**src/rtl/ksh_pkg.sv**
```systemverilog
package ksh_pkg;

    typedef enum logic [1:0] {
        ST_IDLE = 2'd0,
        ST_MUTE = 2'd1,
        ST_HOLD = 2'd2
    } seq_st_e;

    localparam logic [3:0] KEY_OPCODE = 4'h2;

endpackage

```
**src/rtl/ksh_cmd_decode.sv**
```systemverilog
module ksh_cmd_decode #(
    parameter int unsigned SHIFT_W = 4,
    parameter logic [3:0]  OPCODE  = 4'h2
) (
    input  logic [7:0]                cmd_byte_i,
    output logic                      valid_o,
    output logic signed [SHIFT_W-1:0] shift_o,
    output logic                      own_o
);

    logic [3:0]         nib;
    logic [SHIFT_W-1:0] mag;

    always_comb begin
        nib     = cmd_byte_i[3:0];
        valid_o = (cmd_byte_i[7:4] == OPCODE);
        mag     = {{(SHIFT_W-3){1'b0}}, nib[2:0]};
        if (nib[3]) begin
            shift_o = -$signed(mag);
        end else begin
            shift_o = $signed(mag);
        end
        own_o = (nib != 4'h0);
    end

    always_comb begin
        if (valid_o && nib[2:0] == 3'd0) begin
            a_off_zero_r5: assert (shift_o == '0);
        end
    end

endmodule

```
**src/rtl/ksh_frame_timer.sv**
```systemverilog
module ksh_frame_timer #(
    parameter int unsigned CNT_W = 11
) (
    input  logic             clk_i,
    input  logic             rst_ni,
    input  logic             load_i,
    input  logic [CNT_W-1:0] load_val_i,
    input  logic             tick_i,
    output logic             zero_o
);

    logic [CNT_W-1:0] cnt_d, cnt_q;

    always_comb begin
        cnt_d = cnt_q;
        if (load_i) begin
            cnt_d = load_val_i;
        end else if (tick_i && cnt_q != '0) begin
            cnt_d = cnt_q - 1'b1;
        end
        zero_o = (cnt_q == '0);
    end

    always_ff @(posedge clk_i or negedge rst_ni) begin
        if (!rst_ni) begin
            cnt_q <= '0;
        end else begin
            cnt_q <= cnt_d;
        end
    end

    p_load_taken_r4: assert property (@(posedge clk_i) disable iff (!rst_ni)
        load_i |=> (cnt_q == $past(load_val_i)));

    p_idle_hold_r4: assert property (@(posedge clk_i) disable iff (!rst_ni)
        (!load_i && !tick_i) |=> $stable(cnt_q));

endmodule

```
**src/rtl/ksh_seq.sv**
```systemverilog
module ksh_seq #(
    parameter int unsigned SHIFT_W        = 4,
    parameter int unsigned MUTE_FRAMES    = 1104,
    parameter int unsigned RELEASE_FRAMES = 1104
) (
    input  logic                      clk_i,
    input  logic                      rst_ni,
    input  logic                      frame_tick_i,
    input  logic                      cmd_vld_i,
    input  logic [7:0]                cmd_byte_i,
    output logic signed [SHIFT_W-1:0] shift_o,
    output logic                      dly_own_o,
    output logic                      mute_req_o
);

    import ksh_pkg::*;

    localparam int unsigned MAX_WAIT = (MUTE_FRAMES > RELEASE_FRAMES) ? MUTE_FRAMES : RELEASE_FRAMES;
    localparam int unsigned CNT_W    = $clog2(MAX_WAIT + 1);
    localparam logic [CNT_W-1:0] MUTE_LOAD = CNT_W'(MUTE_FRAMES - 1);
    localparam logic [CNT_W-1:0] REL_LOAD  = CNT_W'(RELEASE_FRAMES - 1);

    typedef struct packed {
        seq_st_e                   st;
        logic signed [SHIFT_W-1:0] shift;
        logic                      own;
        logic                      mute;
        logic                      pend_vld;
        logic signed [SHIFT_W-1:0] pend_shift;
        logic                      pend_own;
        logic signed [SHIFT_W-1:0] tgt_shift;
        logic                      tgt_own;
    } seq_state_t;

    seq_state_t s_d, s_q;

    logic                      dec_vld;
    logic signed [SHIFT_W-1:0] dec_shift;
    logic                      dec_own;
    logic                      tmr_load;
    logic [CNT_W-1:0]          tmr_val;
    logic                      tmr_zero;
    logic                      take;

    ksh_cmd_decode #(
        .SHIFT_W (SHIFT_W),
        .OPCODE  (KEY_OPCODE)
    ) u_dec (
        .cmd_byte_i (cmd_byte_i),
        .valid_o    (dec_vld),
        .shift_o    (dec_shift),
        .own_o      (dec_own)
    );

    ksh_frame_timer #(
        .CNT_W (CNT_W)
    ) u_tmr (
        .clk_i      (clk_i),
        .rst_ni     (rst_ni),
        .load_i     (tmr_load),
        .load_val_i (tmr_val),
        .tick_i     (frame_tick_i),
        .zero_o     (tmr_zero)
    );

    always_comb begin
        s_d      = s_q;
        tmr_load = 1'b0;
        tmr_val  = '0;
        take     = 1'b0;

        unique case (s_q.st)
            ST_IDLE: begin
                if (frame_tick_i && s_q.pend_vld) begin
                    take = 1'b1;
                    if ((s_q.pend_shift == '0) != (s_q.shift == '0)) begin
                        s_d.st        = ST_MUTE;
                        s_d.mute      = 1'b1;
                        s_d.tgt_shift = s_q.pend_shift;
                        s_d.tgt_own   = s_q.pend_own;
                        tmr_load      = 1'b1;
                        tmr_val       = MUTE_LOAD;
                    end else begin
                        s_d.shift = s_q.pend_shift;
                        s_d.own   = s_q.pend_own;
                    end
                end
            end
            ST_MUTE: begin
                if (frame_tick_i && tmr_zero) begin
                    s_d.shift = s_q.tgt_shift;
                    s_d.own   = s_q.tgt_own;
                    s_d.st    = ST_HOLD;
                    tmr_load  = 1'b1;
                    tmr_val   = REL_LOAD;
                end
            end
            ST_HOLD: begin
                if (frame_tick_i && tmr_zero) begin
                    s_d.mute = 1'b0;
                    s_d.st   = ST_IDLE;
                end
            end
            default: begin
                s_d.st = ST_IDLE;
            end
        endcase

        if (take) begin
            s_d.pend_vld = 1'b0;
        end
        if (cmd_vld_i && dec_vld) begin
            s_d.pend_vld   = 1'b1;
            s_d.pend_shift = dec_shift;
            s_d.pend_own   = dec_own;
        end
    end

    always_ff @(posedge clk_i or negedge rst_ni) begin
        if (!rst_ni) begin
            s_q <= '{st: ST_IDLE, shift: '0, own: 1'b0, mute: 1'b0,
                     pend_vld: 1'b0, pend_shift: '0, pend_own: 1'b0,
                     tgt_shift: '0, tgt_own: 1'b0};
        end else begin
            s_q <= s_d;
        end
    end

    assign shift_o    = s_q.shift;
    assign dly_own_o  = s_q.own;
    assign mute_req_o = s_q.mute;

    p_cross_muted_r4: assert property (@(posedge clk_i) disable iff (!rst_ni)
        ((shift_o == '0) != $past(shift_o == '0)) |-> (mute_req_o && $past(mute_req_o)));

    p_seq_mutes_r4: assert property (@(posedge clk_i) disable iff (!rst_ni)
        (s_q.st != ST_IDLE) |-> mute_req_o);

    p_tick_only_r9: assert property (@(posedge clk_i) disable iff (!rst_ni)
        !$stable({shift_o, dly_own_o, mute_req_o}) |-> $past(frame_tick_i));

    p_released_zero_r5: assert property (@(posedge clk_i) disable iff (!rst_ni)
        !dly_own_o |-> (shift_o == '0));

    p_range_r2: assert property (@(posedge clk_i) disable iff (!rst_ni)
        (shift_o <= 7) && (shift_o >= -7));

endmodule

```
**config.mk**
```make
export PLATFORM = sky130hd
export DESIGN_NAME = ksh_seq
export DESIGN_NICKNAME = d
export VERILOG_FILES = /design/src/rtl/ksh_pkg.sv /design/src/rtl/ksh_cmd_decode.sv /design/src/rtl/ksh_frame_timer.sv /design/src/rtl/ksh_seq.sv
export SDC_FILE = /design/constraint.sdc
export NUM_CORES = 1
export LEC_CHECK = 0
export ABC_AREA = 1
export BUFFER_PORTS_ARGS = -buffer_cell sky130_fd_sc_hd__buf_2
export CAP_MARGIN = 20
export CORE_MARGIN = 5
export CORE_UTILIZATION = 35
export CTS_CLUSTER_SIZE = 14
export DETAILED_ROUTE_END_ITERATION = 10
export HOLD_SLACK_MARGIN = 0.1
export PLACE_DENSITY_LB_ADDON = 0.05
export SYNTH_ARGS = -nofsm -noshare
export SYNTH_HDL_FRONTEND = slang
export SYNTH_SLANG_ARGS = --single-unit
```
**constraint.sdc**
```tcl
create_clock -name clk_i -period 2.07 [get_ports clk_i]
set_clock_uncertainty 0.2 [all_clocks]
set_input_delay 0.207 -clock clk_i [delete_from_list [all_inputs] [get_ports clk_i]]
set_output_delay 0.207 -clock clk_i [all_outputs]
set_load 0.03 [all_outputs]
```
; Word level (Yosys, flattened, before mapping)
; Index checks and enable logic that the tools add are counted.
[classes]
addsub = 2
eq_ne = 9
n_mux = 25
reduce_logical = 18
[op_table]
columns = operator, n
row1 = $mux 11, 5
row2 = $pmux 11 s2, 1
row3 = $reduce_and 4->1, 3
row4 = $logic_not 11->1, 1
row5 = $reduce_bool 11->1, 1
row6 = $sub 11x1->11 const B, 1
row7 = $ne 2x2->1 const B, 5
row8 = $pmux 5 s2, 1
row9 = $logic_not 4->1, 2
row10 = $mux 1, 8
row11 = $mux 8, 1
row12 = $reduce_bool 2->1, 4
row13 = $mux 7, 1
row14 = $mux 6, 1
row15 = $pmux 2 s3, 1
row16 = $mux 5, 1
row17 = $eq 4x2->1 const B, 1
row18 = $logic_and 1x1->1, 4
row19 = $mux 2, 2
row20 = $mux 4, 1
row21 = $neg 3->4, 1
row22 = $pmux 1 s2, 2
row23 = $reduce_bool 4->1, 1
row24 = $reduce_and 3->1, 1
row25 = 4 further kinds, 4
[totals]
register_bits = 30
input_bits = 12
output_inout_bits = 6
wordCells = 64

; Depth between registers and ports, before layout
; Gate-level depths: netlist of run 1.
[depth]
depth_word = 6
depth_mapped = 9

; Cells and area by module
; Synthesis of run 1 repeated with hierarchy kept, for this count alone.
[unflattened]
cells_unflattened = 281
area_unflattened_um2 = 1986.9
[modules_own_cells]
columns = mod, n_inst, cells_each, area_per_inst_um2, seq_area_each_um2
row1 = ksh_seq, 1, 124, 1021.0, 475.5
row2 = ksh_frame_timer, 1, 139, 879.6, 275.3
row3 = ksh_cmd_decode, 1, 18, 86.3, 0.0

; Least setup slack after synthesis of run 1
; No wires, ideal clock.
[synth_timing]
path_type = register -> register
from = register u_tmr.cnt_q[0]
to = register s_q, in the netlist dly_own_o
t_arrival_ps = 1313
required_time_ps = 1752
slack_ps = 440
path_stages_with_launch = 10
n_path_buf = 0
synth_period_minus_slack_ps = 1630
cell_sequence = dfrtp_1 > inv_1 > ha_1 > nand2_1 > nor2_2 > nand3_1 > nand2_1 > nand3_2 > nand2_1 > nand2_1
[synth_between]
elab_chain_cells = 4
[synth_rtl]
columns = element, line_no
row1 = start: declaration, ksh_frame_timer.sv:12  ; logic [CNT_W-1:0] cnt_d, cnt_q;
row2 = start signal: assignment, ksh_frame_timer.sv:28  ; cnt_q <= cnt_d;
row3 = $logic_not 11->1, ksh_frame_timer.sv:21  ; zero_o = (cnt_q == '0);
row4 = $logic_and 1x1->1, ksh_seq.sv:90  ; if (frame_tick_i && tmr_zero) begin
row5 = $ne 2x2->1 (no source line), n/a
row6 = $reduce_and 4->1 (no source line), n/a
row7 = end signal: assignment, ksh_seq.sv:121  ; s_q <= '{st: ST_IDLE, shift: '0, own: 1'b0, mute: 1'b0,
row8 = end: declaration, ksh_seq.sv:35  ; seq_state_t s_d, s_q;
; No other way between the ends.
; A chain may end at the register's enable or synchronous reset.

; Final worst setup path of run 1
[layout_timing]
from = input frame_tick_i
to = register u_tmr.cnt_q[7]
[layout_between]
elab_chain_cells = 4
word_cells_on_any_way = 10
cone_classes = mux (6) / reduce/logical (4)
[layout_rtl]
columns = element, line_no
row1 = start: declaration, ksh_seq.sv:8  ; input logic frame_tick_i,
row2 = "$logic_and 1x1->1, on equally long branches", "ksh_seq.sv:74, ksh_seq.sv:90"
row3 = $mux 11 (tied with other cells), ksh_seq.sv:74  ; if (frame_tick_i && s_q.pend_vld) begin
row4 = $pmux 11 s2 or $pmux 1 s2 (tied branches), ksh_seq.sv:72  ; unique case (s_q.st)
row5 = $mux 11 or $reduce_bool 2->1 (tied branches), n/a
; Several ways; a longest one is shown, not always the timed one.

==> results of run 1 <==
## worst min path at each step
stage	slack (ns)	to	start
finish	0.11	s_q[5]	cmd_byte_i[2]
global route	0.14	s_q[5]	cmd_byte_i[2]
CTS	0.11	s_q[5]	cmd_byte_i[2]
detailed placement	0.10	u_tmr.cnt_q[5]	rst_ni
global placement	0.10	u_tmr.cnt_q[5]	rst_ni
floorplan	-0.29	dly_own_o	rst_ni
## power breakdown
group	switching, mW	internal, mW	leakage [nW]
Sequential	0.214	0.799	0.374
Combinational	0.781	0.428	0.663
Clock	0.230	0.268	0.0482
Total	1.22	1.50	1.09
## per-stage QoR
stage / total power [mW] / worst slack [ns] / utilization
2_1_floorplan: 1.995 / 0.4396 / -
3_3_place_gp: 2.249 / 0.3032 / 0.3831
3_5_place_dp: 2.234 / 0.2406 / 0.3831
4_1_cts: 2.755 / 0.1862 / 0.4128
5_1_grt: 2.990 / 0.07055 / 0.4128
6_report: 2.720 / 0.1877 / 0.4128
## what timing repair did
| item | 4_1_cts | 5_1_grt |
|---|---|---|
| endpoints found under the setup margin | 0 | 0 |
| setup buffers | 0 | 0 |
| hold endpoints to repair | 34 | 0 |
| hold buffers | 6 | 0 |
## synth_stat cells (2+ instances only)
cell type	instances	area share
nand2_1	66	0.13
dfrtp_1	30	0.41
inv_1	28	0.057
nor2_1	22	0.045
nand3_1	21	0.057
o21ai_0	9	0.024
nand4_1	8	0.027
o21ai_1	7	0.019
buf_4	6	0.024
nand3_2	5	0.027
nor2_2	5	0.017
nor2_4	4	0.024
nor3_1	4	0.011
a21oi_1	3	0.0082
ha_1	3	0.020
inv_2	3	0.0061
nand2_2	3	0.010
nand2_4	3	0.018
buf_2	2	0.0054
o31ai_1	2	0.0082
## routing by layer
layer  track usage  vias up  share of wire  wire, um
li1              -      807              -         -
met1        0.1984      686           0.56      2120
met2        0.1771       24           0.38      1460
met3       0.03362        5          0.043       165
met4       0.05392        0          0.014        53
met5             0        -              0         0
## sequential cells by signal, indices dropped and copies added, names as in the netlist
register and count:
shift_o 4, dly_own_o 1, s_q 13, u_tmr.cnt_q 11
mute_req_o 1
## cell type report
type                       count  share of cell area
timing repair buffer          25             0.07596
inverter                      33             0.05994
sequential                    30              0.3561
clock buffer                   7             0.04095
multi-input combinational    169              0.4231
tap                           70             0.04154
clock inverter                 1            0.002374
## logic make-up after synthesis
group,Yosys count,share of synthesized area
flip-flops,30,0.4082
AO/OA/AOI/OAI,21,0.05986
buffers and inverters,43,0.1068
XOR/XNOR,1,0.004763
adder cells (fa/ha/maj),3,0.02041
AND/OR/NAND/NOR,144,0.4000
## cell usage in the layout (no fill, tap or decap), types with 4 or more instances in the layout
| cell type | count |
|---|---|
| nand2_1 | 66 |
| dfrtp_1 | 30 |
| inv_1 | 28 |
| nor2_1 | 22 |
| nand3_1 | 21 |
| buf_2 | 17 |
| o21ai_0 | 9 |
| nand4_1 | 8 |
| o21ai_1 | 7 |
| clkbuf_8 | 6 |
| dlygate4sd3_1 | 6 |
| nor2_2 | 5 |
| nand3_2 | 5 |
| nor2_4 | 4 |
| nor3_1 | 4 |
## critical path, stage by stage
cell           delay (ns)
dlygate4sd3_1        0.52
buf_2                0.21
nand2_2              0.08
nor3_2               0.16
nand3_1              0.24
buf_4                0.28
nand4_1              0.10
nand2_1              0.06
==> metrics.txt, run 1 <==
Cells after DPL 321; critical path endpoint u_tmr.cnt_q[7]; worst hold slack 0.1118 ns; Layout Nets 279; cells after synthesis 242; maximum vdd ir drop 0.0003600 V; max-slew violation count 0; Seq/Total Area, Yosys 0.4082; die height 82.49 um; status finished clean; DR vias 1522; HP Class primary input to flop; antenna violations before repair 0; RSZ-0062 raised after global routing false; number of synthesized flops with an enable pin 0; CTS root buf clkbuf_8; crit start category primary input; Tmin final 1.882 ns; TNS Setup 0 ns; Leak 1.085 nW; top_reg_cell synth dfrtp_1; GRT Overall Usage 0.1323; DR vias/cell 4.543; Area Overhead vs Synth 14.63%; Mapped Area 0.001839 mm2; H-tree levels 2; Placed Area 0.001957 mm2; max-capacitance violation count 0; final wirelength 3800 um; Synth Area per Inst 7.600 um2; R2R Setup Slk 0.23 ns; Routed Antenna Nets 0; final hold viol count 0; GRT Residual Overflow 0; layout cells sized above 1 0.2000; Synth warnings 0; Std-Cell Rows 26; crit path from frame_tick_i; Final setup violation count 0; drt pass-1 iters 4; Synthesized Nets 257; Critical Path AT 1.86 ns; largest net degree at the start of global routing 31; Reg area 750.7 um2; crit end category flop; Die Width 82.49 um; RR Startpoint u_tmr.cnt_q[0]; relative slew slack 0.5310; Finished Cell Area 0.002108 mm2; fmax 531.3 MHz; worst-path maximum fanout 17; IO Count 18; worst hold path stage count 5; number of synthesized register bits 30; die area 0.006805 mm2; CTS tree yes; Fillers 540; Avg WL per Cell 11.34 um; synth unique cells 28; # clock sinks 30; FF-to-FF path depth 9; Setup Crit Path Kind primary input to flop; Starting Density 0.3601; clk slew on worst S/H paths 0.07 ns; DRC Markers 0; worst-margin pin slew 0.7034 ns; FF-to-FF End dly_own_o; final worst-path cycle share 0.9093; first-pass GRT wire length 6768 um; non-filler cells, final 335; CTS max path bufs 2; vias in the first global route 1427; TritonCTS Buffers 5; routability cong. 0.7721; PostCTS Resize Cnt 0; Post-synth ARST share 1.000; # port buffers 17; PD cells 1290 mW/mm2; Initial DRC Count 110; Crit path required time 2.05 ns; Core Region 0.005107 mm2; multi-input logic area 892.1 um2; Ant. Diodes 0; HPWL after DPL 2845 um; worst skew pair latency 0.29 ns
Note: power is estimated with default switching activity, not from simulation.
==> run 2, diff against run 1 <==
--- a/config.mk
+++ b/config.mk
@@ -13,7 +13,7 @@
 export CTS_CLUSTER_SIZE = 14
 export DETAILED_ROUTE_END_ITERATION = 10
 export HOLD_SLACK_MARGIN = 0.1
-export PLACE_DENSITY_LB_ADDON = 0.05
+export PLACE_DENSITY = 0.59
 export SYNTH_ARGS = -nofsm -noshare
 export SYNTH_HDL_FRONTEND = slang
 export SYNTH_SLANG_ARGS = --single-unit
==> run 2 against run 1 <==
Effect of this change: register-to-register slack hardly changed; clock power is 20% higher; largest cell class unchanged; via count is 0.92% higher; critical endpoint is now shift_o[2]; routed wire length is 4.0% lower.
==> metrics.txt, run 2 (synthesis results as in run 1) <==
Crit path required time 2.08 ns; clk slew on worst S/H paths 0.07 ns; H-tree levels 2; antenna violations before repair 0; Final setup violation count 0; final worst-path cycle share 0.8863; Layout Nets 280; first-pass GRT wire length 6596 um; max reg flops 13; worst skew pair latency 0.27 ns; GRT Residual Overflow 0; fmax 545.1 MHz; # clock sinks 30; Leak 1.099 nW; most frequent cells in the layout nand2_1, dfrtp_1, inv_1; Fillers 544; Setup Crit Path Kind flop to flop; maximum vdd ir drop 0.0003631 V; # port buffers 17; Area Overhead vs Synth 16.19%; die height 82.49 um; Critical Path AT 1.85 ns; crit end category flop; max-capacitance violation count 0; max-slew violation count 0; M1 wire length 1916 um; DR vias/cell 4.585; metal2 WL 1566 um; DRC Markers 0; biggest regs s_q: 13 flops, u_tmr.cnt_q: 11 flops, shift_o: 4 flops; status finished clean; final wirelength 3648 um; HPWL after DPL 2699 um; Cells after DPL 322; Top Layer Used met4; most common cell after layout, fill and taps aside nand2_1; Power Total 2.822 mW; non-filler cells, final 335; Ant. Diodes 0; PD cells 1321 mW/mm2; drt pass-1 iters 4; RSZ-0062 raised after global routing false; crit start category flop; worst-margin pin slew 0.6912 ns; Tmin final 1.835 ns; Initial DRC Count 93; Avg WL per Cell 10.89 um; Largest Register s_q; CTS max path bufs 2; relative slew slack 0.5392; metal3 WL 116 um; DR vias 1536; Die Width 82.49 um; layout cells sized above 1 0.2038; vias in the first global route 1430; largest net degree at the start of global routing 31; routability cong. 0.7863; CTS root buf clkbuf_8; IO Count 18; GRT Overall Usage 0.1280; TritonCTS Buffers 5; die area 0.006805 mm2; worst-path maximum fanout 10; TNS Setup 0 ns; Std-Cell Rows 26; Routed Antenna Nets 0; Starting Density 0.3601; final hold viol count 0; CTS tree yes; HP Class primary input to flop; Core Region 0.005107 mm2
==> run 2: cell types whose count changed in the layout (fill, tap and decap cells not counted), sizes merged <==
| cell | delta |
|---|---|
| buf | +1 |
| bufinv | +1 |
| clkinv | -1 |
| clkbuf | -1 |
==> run 2: metrics by stage <==
step	setup slack, ns	hold WS [ns]	utilization	instance area, um2
after floorplan	0.4396	-0.2886	-	1839
after global placement	0.3244	0.09248	0.3846	1964
after detailed placement	0.2783	0.1100	0.3846	1964
after CTS	0.2523	0.1028	0.4184	2137
after global routing	0.1174	0.1255	0.4184	2137
final	0.2354	0.1120	0.4184	2137
==> run 2: final cells by class <==
type | instances | area, um2 | area share
tap | 70 | 87.58 | 0.04098
sequential | 30 | 750.7 | 0.3513
inverter | 33 | 126.4 | 0.05913
timing repair buffer | 26 | 167.7 | 0.07845
clock buffer | 6 | 82.58 | 0.03864
clock inverter | 1 | 30.03 | 0.01405
multi-input combinational | 169 | 892.1 | 0.4174
==> run 2: routing by layer <==
| layer | GRT usage | vias up |
|---|---|---|
| li1 | - | 810 |
| met1 | 0.1872 | 695 |
| met2 | 0.1819 | 27 |
| met3 | 0.02278 | 4 |
| met4 | 0.05882 | 0 |
| met5 | 0 | - |
==> run 2: final timing paths <==
kind,startpoint,end,slack (ns),cells after the start
worst min-delay path,cmd_byte_i[2],s_q[8],0.11,4
min in group asynchronous,rst_ni,u_tmr.cnt_q[3],0.31,2
max in group asynchronous,rst_ni,u_tmr.cnt_q[8],0.92,2
worst min register to register,mute_req_o,mute_req_o,0.27,2
worst max register to register,u_tmr.cnt_q[0],shift_o[2],0.24,8
worst max-delay path,u_tmr.cnt_q[0],shift_o[2],0.24,8
==> run 2: worst max-delay path: stages (launching register included) <==
cell and delay (ns):
dfrtp_1 0.41, inv_1 0.14, ha_1 0.18, nand2_1 0.07, nor2_2 0.21, nand4_4 0.24
nand2_4 0.14, nand3_1 0.10, nand2_1 0.09
==> run 2: timing repair <==
item	in CTS	in global routing
endpoints found under the hold margin	34	0
hold buffers	6	0
resized for setup	0	0
buffers inserted	0	0
==> run 2: where the power goes <==
| part | switching, mW | total [mW] | internal [mW] |
|---|---|---|---|
| clock | 0.214 | 0.599 | 0.385 |
| combinational | 0.780 | 1.21 | 0.432 |
| sequential | 0.211 | 1.01 | 0.800 |
| total | 1.21 | 2.82 | 1.62 |
==> run 3, diff against run 2 <==
==> constraint.sdc (replaced) <==
create_clock -name clk_i -period 2.07 [get_ports clk_i]
set_clock_uncertainty 0.2 [all_clocks]
set_input_delay 0.3105 -clock clk_i [delete_from_list [all_inputs] [get_ports clk_i]]
set_output_delay 0.3105 -clock clk_i [all_outputs]
set_load 0.03 [all_outputs]
==> run 3 against run 2 <==
Effect of this change: sequential power barely moved; cell count fell by 1.2%; cell area fell by 1.9%; sequential share of layout area rose by 0.67 points; die area did not move; core utilization fell by 0.78 points; combinational power barely moved; via count fell by 0.13%.
==> metrics.txt, run 3 (synthesis results as in run 1) <==
Area Overhead vs Synth 14.01%; Initial DRC Count 84; Critical Path AT 1.85 ns; biggest regs s_q: 13 flops, u_tmr.cnt_q: 11 flops, shift_o: 4 flops; Avg WL per Cell 10.80 um; Final setup violation count 0; H-tree levels 2; fmax 546.1 MHz; worst-margin pin slew 0.6896 ns; CTS tree yes; die height 82.49 um; clk slew on worst S/H paths 0.07 ns; Core Region 0.005107 mm2; final hold viol count 0; crit start category flop; worst-path maximum fanout 10; Routed Antenna Nets 0; worst skew pair latency 0.28 ns; first-pass GRT wire length 6451 um; max reg flops 13; Die Width 82.49 um; RSZ-0062 raised after global routing false; DR vias 1534; relative slew slack 0.5403; TNS Setup 0 ns; fin worst setup slack 0.2389 ns; Largest Register s_q; HPWL after DPL 2699 um; # port buffers 17; # clock sinks 30; status finished clean; CTS max path bufs 2; largest net degree at the start of global routing 31; layout cells sized above 1 0.2069; DR vias/cell 4.634; maximum vdd ir drop 0.0003597 V; GRT Residual Overflow 0; final worst-path cycle share 0.8846; final wirelength 3575 um; HP Class primary input to flop; most frequent cells in the layout nand2_1, dfrtp_1, inv_1; M1 GR Usage 0.1851; vias in the first global route 1402; max-capacitance violation count 0; drt pass-1 iters 4; Starting Density 0.3601; most common cell after layout, fill and taps aside nand2_1; routability cong. 0.7863; Setup Crit Path Kind flop to flop; PD cells 1343 mW/mm2; met3 Use GR 0.02278; Leak 1.082 nW; Power Total 2.816 mW; CTS root buf clkbuf_8; pre-CTS setup slack 0.2783 ns; IO Count 18; max-slew violation count 0; Ant. Diodes 0; busiest grt layer met1; met2 usage 0.1747; Crit path required time 2.08 ns; die area 0.006805 mm2; antenna violations before repair 0; Tmin final 1.831 ns; TritonCTS Buffers 5; GRT Overall Usage 0.1253; DRC Markers 0; crit end category flop; Fillers 546; Std-Cell Rows 26; Layout Nets 276
[run 3: cell types whose count changed in the layout (fill, tap and decap cells not counted), sizes merged]
cell         previous run  this run
dlygate4sd3             6         2
[run 3: cell type report]
cell class	instances	area, um2	area share
Multi-Input combinational cell	169	892.1	0.4254
Tap cell	70	87.58	0.04177
Clock inverter	1	30.03	0.01432
Inverter	33	126.4	0.06026
Clock buffer	6	82.58	0.03938
Timing Repair Buffer	22	127.6	0.06086
Sequential cell	30	750.7	0.3580
[run 3: power breakdown]
| group | internal, mW | switching (mW) | total [mW] |
|---|---|---|---|
| clock | 0.385 | 0.215 | 0.599 |
| sequential | 0.800 | 0.212 | 1.01 |
| combinational | 0.427 | 0.778 | 1.21 |
| total | 1.61 | 1.20 | 2.82 |
[run 3: timing repair]
action,4_1_cts,5_1_grt
hold buffers,2,0
hold endpoints to repair,31,0
setup endpoints to repair,0,0
buffers inserted,0,0
resized for setup,0,0
[run 3: worst paths after layout]
| check | slack, ns | end | cells after the start | startpoint |
|---|---|---|---|---|
| hold / removal | 0.13 | s_q[6] | 3 | cmd_byte_i[0] |
| min in group asynchronous | 0.41 | u_tmr.cnt_q[3] | 2 | rst_ni |
| setup reg to reg | 0.24 | shift_o[2] | 8 | u_tmr.cnt_q[0] |
| max in group asynchronous | 0.81 | u_tmr.cnt_q[8] | 2 | rst_ni |
| hold reg to reg | 0.27 | mute_req_o | 2 | mute_req_o |
| setup / recovery | 0.24 | shift_o[2] | 8 | u_tmr.cnt_q[0] |
[run 3: routing by layer]
layer	vias up	share of wire
met5	-	0
met4	0	0.013
met3	4	0.041
met2	31	0.42
met1	697	0.52
li1	802	-
[run 3: critical path, cell delays in order, from the launching register on]
cell,delay (ns)
dfrtp_1,0.41
inv_1,0.14
ha_1,0.18
nand2_1,0.07
nor2_2,0.21
nand4_4,0.24
nand2_4,0.14
nand3_1,0.09
nand2_1,0.09
[run 3: metrics by stage]
stage	instance area, um2	utilization	cells	hold slack (ns)
global placement	1964	0.3846	322	0.1960
floorplan	1839	-	242	-0.1851
finish	2097	0.4106	331	0.1284
CTS	2097	0.4106	331	0.1218
global route	2097	0.4106	331	0.1511
detailed placement	1964	0.3846	322	0.2135
